--- src/rtl/spec_commit.sv ---
module spec_commit #(
  parameter int NREG = 16,
  parameter int DW   = 32,
  localparam int AW  = $clog2(NREG)
) (
  input  logic          clk,
  input  logic          rst_n,
  input  logic          in_valid,
  input  logic          in_chk,
  input  logic          in_spec,
  input  logic [1:0]    in_exc,
  input  logic [AW-1:0] in_dst,
  input  logic [AW-1:0] in_src_a,
  input  logic [AW-1:0] in_src_b,
  input  logic [AW-1:0] in_pred,
  input  logic [DW-1:0] in_data,
  input  logic          pfw_busy,
  input  logic          pfw_ready,
  input  logic          pfw_value,
  output logic          stall_o,
  output logic          fault_o,
  output logic          fault_fatal,
  output logic [AW-1:0] fault_reg,
  output logic          recov_o,
  output logic [AW-1:0] recov_reg,
  input  logic [AW-1:0] rd_idx,
  output logic [DW-1:0] rd_data,
  output logic          rd_nat
);

  logic [DW-1:0] rf [NREG];
  logic [NREG-1:0] nat;

  assign stall_o = in_valid & pfw_busy & ~pfw_ready;

  wire retire  = in_valid & ~stall_o;
  wire pred_ok = pfw_busy ? pfw_value : (rf[in_pred] != '0);
  wire fire    = retire & pred_ok;

  wire a_bad   = nat[in_src_a];
  wire b_bad   = nat[in_src_b];
  wire exc_res = (in_exc == 2'b01);
  wire exc_fat = in_exc[1];

  logic          do_wr, wr_nat, f_set, f_kind, r_set;
  logic [AW-1:0] f_idx;

  always_comb begin
    do_wr  = 1'b0;
    wr_nat = 1'b0;
    f_set  = 1'b0;
    f_kind = 1'b0;
    f_idx  = in_dst;
    r_set  = 1'b0;
    if (fire) begin
      if (in_chk) begin
        r_set = a_bad;
      end else if (a_bad | b_bad) begin
        if (in_spec) begin
          do_wr  = 1'b1;
          wr_nat = 1'b1;
        end else begin
          f_set  = 1'b1;
          f_kind = 1'b1;
          f_idx  = a_bad ? in_src_a : in_src_b;
        end
      end else if (exc_res) begin
        f_set = 1'b1;
      end else if (exc_fat) begin
        if (in_spec) begin
          do_wr  = 1'b1;
          wr_nat = 1'b1;
        end else begin
          f_set  = 1'b1;
          f_kind = 1'b1;
        end
      end else begin
        do_wr = 1'b1;
      end
    end
  end

  always_ff @(posedge clk) begin
    if (!rst_n) begin
      for (int i = 0; i < NREG; i++) rf[i] <= '0;
      nat         <= '0;
      fault_o     <= 1'b0;
      fault_fatal <= 1'b0;
      fault_reg   <= '0;
      recov_o     <= 1'b0;
      recov_reg   <= '0;
    end else begin
      fault_o     <= f_set;
      fault_fatal <= f_kind;
      fault_reg   <= f_idx;
      recov_o     <= r_set;
      recov_reg   <= in_src_a;
      if (do_wr && in_dst != '0) begin
        rf[in_dst]  <= wr_nat ? '0 : in_data;
        nat[in_dst] <= wr_nat;
      end
    end
  end

  assign rd_data = rf[rd_idx];
  assign rd_nat  = nat[rd_idx];

  assert_zero_reg_R10: assert property (@(posedge clk) disable iff (!rst_n)
    (rd_idx == '0) |-> (rd_data == '0 && !rd_nat));

  assert_stall_quiet_R2: assert property (@(posedge clk) disable iff (!rst_n)
    stall_o |=> (!fault_o && !recov_o));

  assert_spec_no_fatal_R3: assert property (@(posedge clk) disable iff (!rst_n)
    (retire && in_spec && !in_chk) |=> !(fault_o && fault_fatal));

  assert_pred_false_noop_R1: assert property (@(posedge clk) disable iff (!rst_n)
    (in_valid && !pfw_busy && rf[in_pred] == '0) |=> (!fault_o && !recov_o));

  assert_check_no_fault_R7: assert property (@(posedge clk) disable iff (!rst_n)
    (retire && in_chk) |=> !fault_o);

  assert_clean_write_R8: assert property (@(posedge clk) disable iff (!rst_n)
    (fire && !in_chk && !in_spec && in_exc == 2'b00 && !a_bad && !b_bad && in_dst != '0)
    |=> (!fault_o && !nat[$past(in_dst)]));

endmodule

--- config.mk ---
export PLATFORM = sky130hd
export DESIGN_NAME = spec_commit
export DESIGN_NICKNAME = d
export VERILOG_FILES = /design/src/rtl/spec_commit.sv
export SDC_FILE = /design/constraint.sdc
export NUM_CORES = 1
export LEC_CHECK = 0
export CORE_AREA = 4 4 241 243
export DETAILED_ROUTE_END_ITERATION = 8
export DIE_AREA = 0 0 245 247
export DONT_BUFFER_PORTS = 1
export GPL_TIMING_DRIVEN = 0
export HOLD_SLACK_MARGIN = 0.08
export PLACE_DENSITY = 0.72
export SYNTH_ARGS = -nofsm -noshare
export SYNTH_HDL_FRONTEND = slang
export SYNTH_SLANG_ARGS = --single-unit
--- constraint.sdc ---
create_clock -name clk -period 4.89 [get_ports clk]
set_input_delay 0.978 -clock clk [delete_from_list [all_inputs] [get_ports clk]]
set_output_delay 0.978 -clock clk [all_outputs]
set_load 0.05 [all_outputs]
Word-level counts from Yosys, hierarchy flattened
Memories as Yosys holds them, arrays and structs flattened.
Cells that the tools add are included.
{ "word_totals": {"register_bits": 27, "latch_bits": 0, "ramBits": 512, "romBits": 0, "inputBits": 62, "output_inout_bits": 45, "elab_cells": 69, "memories": 1} }
{ "mem_list": {"columns": ["memory", "depth", "width", "rd", "rd_clocked_by_memory_dff", "wr", "line", "text"], "rows": [
  ["rf", 16, 32, 2, 0, 16, "31", "logic [DW-1:0] rf [NREG];"]
]} }
{ "op_classes": {"addsub": 0, "n_mul": 0, "n_div": 0, "magnitude_cmp": 5, "eq_ne": 1, "n_shift": 0, "n_mux": 40, "bitwise": 9, "n_reduce_logical": 7} }
{ "op_table": {"columns": ["op", "n"], "rows": [
  ["two-way mux 32 bit", 2],
  ["nonzero test 32 bit", 1],
  ["OR reduction 32 bit", 1],
  ["two-way mux 1 bit", 27],
  ["two-way mux 4 bit", 6],
  ["< comparator 4 x 5 -> 1 bit (second input constant)", 4],
  ["bitwise mux 16 bit", 1],
  ["binary-select mux 1 bit (select 4 bit)", 3],
  ["AND 1 bit", 4],
  ["demux 1 bit (select 4 bit)", 1],
  [">= comparator 4 x 1 -> 1 bit (second input constant)", 1],
  ["inverter 1 bit", 4],
  ["nonzero test 4 bit", 1],
  ["AND reduction 3 bit", 1],
  ["OR reduction 3 bit", 1],
  ["equality test 2 x 1 -> 1 bit (second input constant)", 1],
  ["logical AND 1 bit", 2],
  ["bitwise OR 1 bit", 1]
]} }

Longest topological paths before layout
Gate-level depths: netlist of run 1.
{ "depth": {"ltp_word": 12, "depth_mapped": 14, "mapped_depth_nobuf": 8} }

Worst setup path after synthesis of run 1
Ideal clock, no wire load.
{ "synth_timing": {"path_type": "input -> register", "start": "input port in_src_a[3]", "end": "memory rf[4][0] (enable)", "setup_ns": 0.425, "arrival_ns": 4.414, "required_time_ns": 4.465, "path_slack_ns": 0.051, "cell_stages": 10, "path_buffers": 3, "cell_sequence": "buf_4 > mux4_2 > a22oi_2 > o311ai_1 > nor3_1 > a2bb2oi_4 > nand2_4 > buf_6 > buf_6 > o21ai_1"} }
{ "synth_rtl": {"columns": ["element", "line", "text"], "rows": [
  ["from (decl)", "13", "input logic [AW-1:0] in_src_a,"],
  ["to (decl)", "31", null]
]} }

==> impl_results.md, run 1 <==
* Status: finished, violations left
* Failing checks: setup timing
* Via-to-Cell Ratio at between 7 and 8
* Leakage at ~9 nW
* Tcrit/Tclk final at 103%
* Post-Syn Area at 27100 um^2
* Post-synth ARST share at 0%
* Peak supply drop at 0.000295 V
* DR top layer: met4
* Crit-path leading delay family: buffers and inverters
* Biggest regs: rf (512), nat (16)
* Final Core Density at between 50% and 60%
* DR WL/cell at 37.5 um
* WP buf/inv at 6
* Critical Path Slowest Stage Cell: nor4_1
* Hold WC Path Type: in2reg
* M1 WL at between 30000 and 40000 um
* RSZ-0062 raised after global routing: no
* Flops & latches, synth at 539
* CTS buffer count at between 50 and 60
* WL met2 at 44000 um
* Critical-path cell list: buf_2, clkbuf_4, clkbuf_4, buf_4, o41ai_1, o21ai_0, nor3_1, o211ai_1, a32oi_4, nor4_4, nand2_4, buf_6, buf_6, nor4_1
* Max Freq at 199 MHz
* DRC viols at 0
* Placement Rows at 87
* Critical path peak fanout at 10
* Post-synth EDFFs at 512
* Setup crit end kind: flop
* Slew margin rel. at between 20% and 30%
* Hpwl dp at roughly 82000 um
* Synth area leaders: edfxtp_1 (57%), mux4_2 (15%), nor4_1 (13%), nand2_1 (3.0%), clkbuf_1 (2.2%)
* Initial DRC count at 3795
* H-tree depth at 2
* DR vias at 21616
* Synth cell types at 53
* Antenna violation net count after detailed routing at 0
* Largest Register: rf
* Clock Sinks at 539
* Area delta synth->final at 11.9%
* Cells after Synth at 1965
* Max_cap viols at 0
* Nets@finish at 2122
* Synth cell count leaders: nor4_1 (562), edfxtp_1 (512), nand2_1 (218)
* Final Hold Viols at 0
* CTS tree: yes
* Initial antenna violation count at 3
* Syn avg cell area at between 10 and 15 um^2
* # placed instances at 2757
* Final worst slack at -124 ps
* Clock root cell: clkbuf_16
* Core Area at 56000 um^2
* Cell Count, Final, Fillers Out at 2864
* Post-CTS Setup Repair Bufs at 0
* Worst path required time at 5220 ps
* Clk buf depth at 3
* Starting Density at 48.5%
* Fillers at 4658
* Later-pin clock latency in the skew report at 640 ps
* Pin count of the biggest net entering global routing at 35
* Die H at 247 um
* Layout cell share with drive strength beyond 1 at roughly 17%
* Pwr/cell area at 372 nW/um^2
* Worst Path Class, Setup: in2reg
* Slew @ Worst Pin at 1160 ps
* Number of port buffers at 0
* Primary FF master, synth: edfxtp_1
* Clock Skews at between 20 and 25 ps
* # IOs at 107
* Share of the synthesized area in the top cell type at between 50% and 60%
* Final setup violation count at 58
* Largest register FFs at about 510
* Total wire length at around 110000 um
* Sequential area share after synthesis at about 60%
* Crit-path max cell delay at slightly below 700 ps
* Clock transition at path regs at 60 ps
* Worst Path Arrival at 5350 ps
* Grt ovf at 0
* Shortest period the worst path allows at 5010 ps
* Yosys warns at 0
* Vias in the first global route at 20807
* DR WL met3 at about 17000 um
* Die area at 60500 um^2
* Tot GR Track Use at 35.1%
* First-pass GRT wire length at 151000 um
* Slew Limit Fails at 0
* Top-count cell post-synth: nor4_1
* Routability Congestion at around 1.1
* Die Span X at 245 um
* Largest area contributor in the netlist: edfxtp_1
* CP Launch Type: input pin
* 1st-pass router iterations at 6
-- power breakdown --
part / total [mW] / internal [mW] / switching, mW
clock network: 4.46 / 2.57 / 1.89
logic: 1.34 / 0.378 / 0.966
registers: 5.48 / 5.29 / 0.189
-- metrics by stage --
stage	hold slack, ps	worst slack, ps	total power, mW	instance area (um^2)	TNS (ps)
CTS	414	12.1	11.2	30300	0
global placement	506	-2630	6.82	28200	-1041570
detailed placement	518	-1320	6.85	28400	-660980
floorplan	465	51.1	6.33	27200	0
global route	423	33.9	11.5	30400	0
finish	418	-124	11.3	30400	-2060
-- what timing repair did --
item,CTS,global route
resized for setup,26,12
pin swaps,0,1
setup endpoints to repair,443,237
hold buffers,0,0
-- worst paths after layout --
kind,start,to,slack [ps],cells past startpoint
worst max-delay path,in_pred[0],rf[7][12]$_SDFFCE_PN0P_,-120,14
worst min-delay path,in_spec,fault_fatal$_SDFF_PP0_,420,1
worst max register to register,rf[11][6]$_SDFFCE_PN0P_,rf[4][20]$_SDFFCE_PN0P_,350,11
worst min register to register,nat[1]$_SDFFE_PN0P_,nat[1]$_SDFFE_PN0P_,540,2
-- metal layers --
metal / vias up / track usage (%)
met1: 10614 / 45.2
met2: 2104 / 49.0
met5: - / 0
li1: 8489 / -
met4: 0 / 23.8
met3: 409 / 13.9
-- placed cells by master, fill, tap and decap left out, types with 4 or more instances in the layout --
cell type	Yosys	layout
or4_1	13	13
clkbuf_2	1	7
nor4b_1	4	4
nor2b_1	8	8
nor4_1	562	561
clkbuf_16	0	59
o21ai_0	13	13
clkinv_2	0	11
o22ai_1	9	9
clkbuf_1	158	170
buf_12	0	5
buf_6	51	51
nand4_1	36	36
inv_1	6	5
nor2_1	26	26
mux4_2	178	178
nor3_1	21	21
and2_1	9	9
nand2_1	218	206
or4b_1	8	8
buf_2	12	8
clkinv_1	0	12
bufinv_16	0	7
dfxtp_1	27	27
clkdlybuf4s15_2	0	4
edfxtp_1	512	512
mux2i_1	17	17
o41ai_1	10	10
conb_1	1	32
nand2_4	1	11
buf_1	12	4
nand3_1	9	9
-- area by class of cell --
type	instances	area [um^2]	share of cell area (%)
Buffer	235	1330	4.39
Multi-Input combinational cell	1216	10200	33.5
Sequential cell	539	15900	52.4
Clock inverter	33	334	1.10
Clock buffer	73	1530	5.04
Timing Repair Buffer	5	100	0.330
Tap cell	756	946	3.12
Inverter	6	22.5	0.0742
Antenna cell	1	2.50	0.00824
-- logic make-up (layout without fill, tap and decap cells) --
kind of cell / count (synthesis) / after routing / synth area share, %
AND/OR/NAND/NOR: 925 / 925 / 19.3
flip-flops: 539 / 539 / 58.7
buffers and inverters: 241 / 352 / 4.82
multiplexers: 196 / 196 / 15.4
AO/OA/AOI/OAI: 63 / 63 / 1.79
other: 1 / 33 / 0.0138
-- worst reg2reg max path, stage by stage, from the launching register on --
cell	delay [ps]
edfxtp_1	390
or4b_1	550
o22ai_1	570
nand4_1	250
mux4_2	600
a2111oi_4	580
nor4_4	160
nand2_4	250
buf_6	300
buf_6	250
o21ai_4	130
buf_12	250
Note: power is estimated with default switching activity, not from simulation.
==> run 2: changes to the inputs <==
CORE_AREA = 4 4 306 308   (was 4 4 241 243)
DIE_AREA = 0 0 310 312   (was 0 0 245 247)
PLACE_DENSITY = 0.51   (was 0.72)
clock period = 4.35 ns   (was 4.89 ns; I/O delays follow)
==> run 2 against run 1 <==
Net effect: largest cell class unchanged; the run ends with capacitance limit, slew limit, setup timing left; core utilization is 20 points lower; first-iteration DRC count is 8.6% lower; count of clock-buffer cells in the layout is 2 higher; sequential share of layout area is 1.6 points lower; worst setup slack better by 66 ps; register-to-register slack worse by 170 ps; clock skew is 9.1 ps lower; via count is 0.16% lower.
==> impl_results.md, run 2 (synthesis gave the netlist of run 1 again) <==
* Failing checks: capacitance limit, slew limit, setup timing
* Tcrit/Tclk final at 101%
* Crit-path leading delay family: buffers and inverters
* Clock transition at path regs at approximately 60 ps
* Slew Limit Fails at 14
* Die area at 96700 um^2
* Pin count of the biggest net entering global routing at 35
* DR WL/cell at 36.6 um
* Slew margin rel. at -16.3%
* Antenna violation net count after detailed routing at 0
* Largest register FFs at 512
* Peak supply drop at 0.000335 V
* Setup crit end kind: flop
* Cell Count, Final, Fillers Out at 3330
* Die H at 312 um
* Clock share of power at 39.8%
* Final Hold Viols at 0
* Area occupied by multi-input gates at between 10000 and 15000 um^2
* Die Span X at ~310 um
* Total wire length at 122000 um
* Vias in the first global route at 20910
* Initial antenna violation count at 9
* M2 GR Usage at approximately a third
* Busiest layer in global routing: met2
* CTS tree: yes
* Met3 Use GR at 8.29%
* # placed instances at 3192
* Area delta synth->final at 15.4%
* Max_cap viols at 1
* Pwr/cell area at 412 nW/um^2
* # IOs at 107
* Critical-path cell list: buf_4, buf_6, buf_4, nor4_1, nand4_1, nor4_1, o211ai_1, a32oi_4, buf_12, nor4_4, nand2_4, buf_6, buf_6, o21ai_4, buf_12
* Starting Density at 29.8%
* Core Area at 91100 um^2
* Largest Register: rf
* Worst path required time at 4680 ps
* WP buf/inv at 7
* Most common cell after layout, fill and taps aside: nor4_1
* Final worst slack at -57.5 ps
* Fillers at about 8900
* Pre-CTS WS at -1920 ps
* Placement Rows at between 100 and 150
* Clock root cell: clkbuf_16
* Hold WC Path Type: in2reg
* Worst Path Class, Setup: in2reg
* Final setup violation count at 78
* Status: finished, violations left
* Clock Skews at around 15 ps
* Number of port buffers at 0
* Later-pin clock latency in the skew report at 640 ps
* Clock Sinks at 539
* Slew @ Worst Pin at 1740 ps
* Biggest regs: rf (512), nat (16)
* Most frequent cells in the layout: nor4_1 (559), edfxtp_1 (512), nand2_1 (206)
* Post-CTS Hold Fix Bufs at 0
* Initial DRC count at about 3500
* Tot GR Track Use at 24.5%
* Sw frac at between 20% and 30%
* Crit-path max cell delay at 550 ps
* Critical Path Slowest Stage Cell: o211ai_1
* H-tree depth at 2
* Grt ovf at 0
* Met1 usage at 34.1%
* Crit path top cell by count: buf_6
* CP Launch Type: input pin
* CTS buffer count at 61
* FF-to-FF setup slack at 180 ps
* Combinational power share at 12.4%
* Leakage at 8.97 nW
* Nets@finish at 2148
* Routability Congestion at around 1.0
* Critical path peak fanout at 26
* Via-to-Cell Ratio at 6.48
* Register share of total power at 47.8%
* Worst Path Arrival at 4730 ps
* Hpwl dp at 94500 um
* Shortest period the worst path allows at 4410 ps
* First-pass GRT wire length at 166000 um
* DR vias at 21582
* Max Freq at between 200 and 250 MHz
* Switching power at 3.62 mW
* Reg area at 15900 um^2
* Layout cell share with drive strength beyond 1 at between 10% and 20%
* Internal at 9.28 mW
* Clk buf depth at 3
* Total Neg Setup Slack at -2780 ps
* DRC viols at 0
* 1st-pass router iterations at 5
## run 2: what timing repair did
item,in CTS,in global routing
resized for setup,54,16
endpoints found under the setup margin,1014,374
buffers inserted,7,7
pin swaps,7,5
gates cloned,0,3
## run 2: worst register-to-register path, stage by stage, from the launching register on
cell and delay, ps:
edfxtp_1 420, nor3_1 810, nand4_1 220, o2bb2ai_1 210, mux4_2 560, a2111oi_4 200
buf_4 240, nor4_4 90, nand2_4 220, buf_6 300, buf_6 230, o21ai_4 110
buf_12 260
## run 2: power groups by stage
stage | clock (mW) | combinational, mW | sequential [mW]
global route | 5.37 | 1.63 | 6.18
floorplan | 0 | 0.960 | 6.16
global placement | 0 | 1.49 | 6.27
CTS | 5.15 | 1.55 | 6.16
finish | 5.13 | 1.60 | 6.17
detailed placement | 0 | 1.53 | 6.26
## run 2: layer usage
layer,part of all wire (%),vias to the layer above,wire (um)
met5,0.039,-,47
met4,4.9,8,5950
met3,13,258,15800
met2,42,1568,51000
li1,-,8568,-
met1,40,11180,49300
## run 2: cell type report
type                    instances  area share, %
multi-input cells            1219           32.7
repair buffers                 24           1.04
inverters                       6         0.0719
flip-flops and latches        539           50.8
well taps                    1186           4.74
clock buffers                  75           5.18
diodes                          6         0.0480
clock inverters                40           1.02
plain buffers                 235           4.36
## run 2: worst paths after layout
| kind | startpoint | endpoint | cells past startpoint |
|---|---|---|---|
| setup / recovery | in_pred[0] | rf[5][15]$_SDFFCE_PN0P_ | 15 |
| hold / removal | in_spec | fault_fatal$_SDFF_PP0_ | 1 |
| hold reg to reg | nat[2]$_SDFFE_PN0P_ | nat[2]$_SDFFE_PN0P_ | 2 |
| setup reg to reg | rf[14][5]$_SDFFCE_PN0P_ | rf[5][15]$_SDFFCE_PN0P_ | 12 |
## run 2: through the flow
stage                     utilization [%]  hold slack [ps]  power (mW)  area (um^2)
after floorplan                         -              465        7.12        27200
after global placement               31.5              499        7.76        28700
after detailed placement             31.8              511        7.79        29000
after CTS                            34.2              285        12.8        31200
after global routing                 34.3              304        13.2        31300
final                                34.4              317        12.9        31300
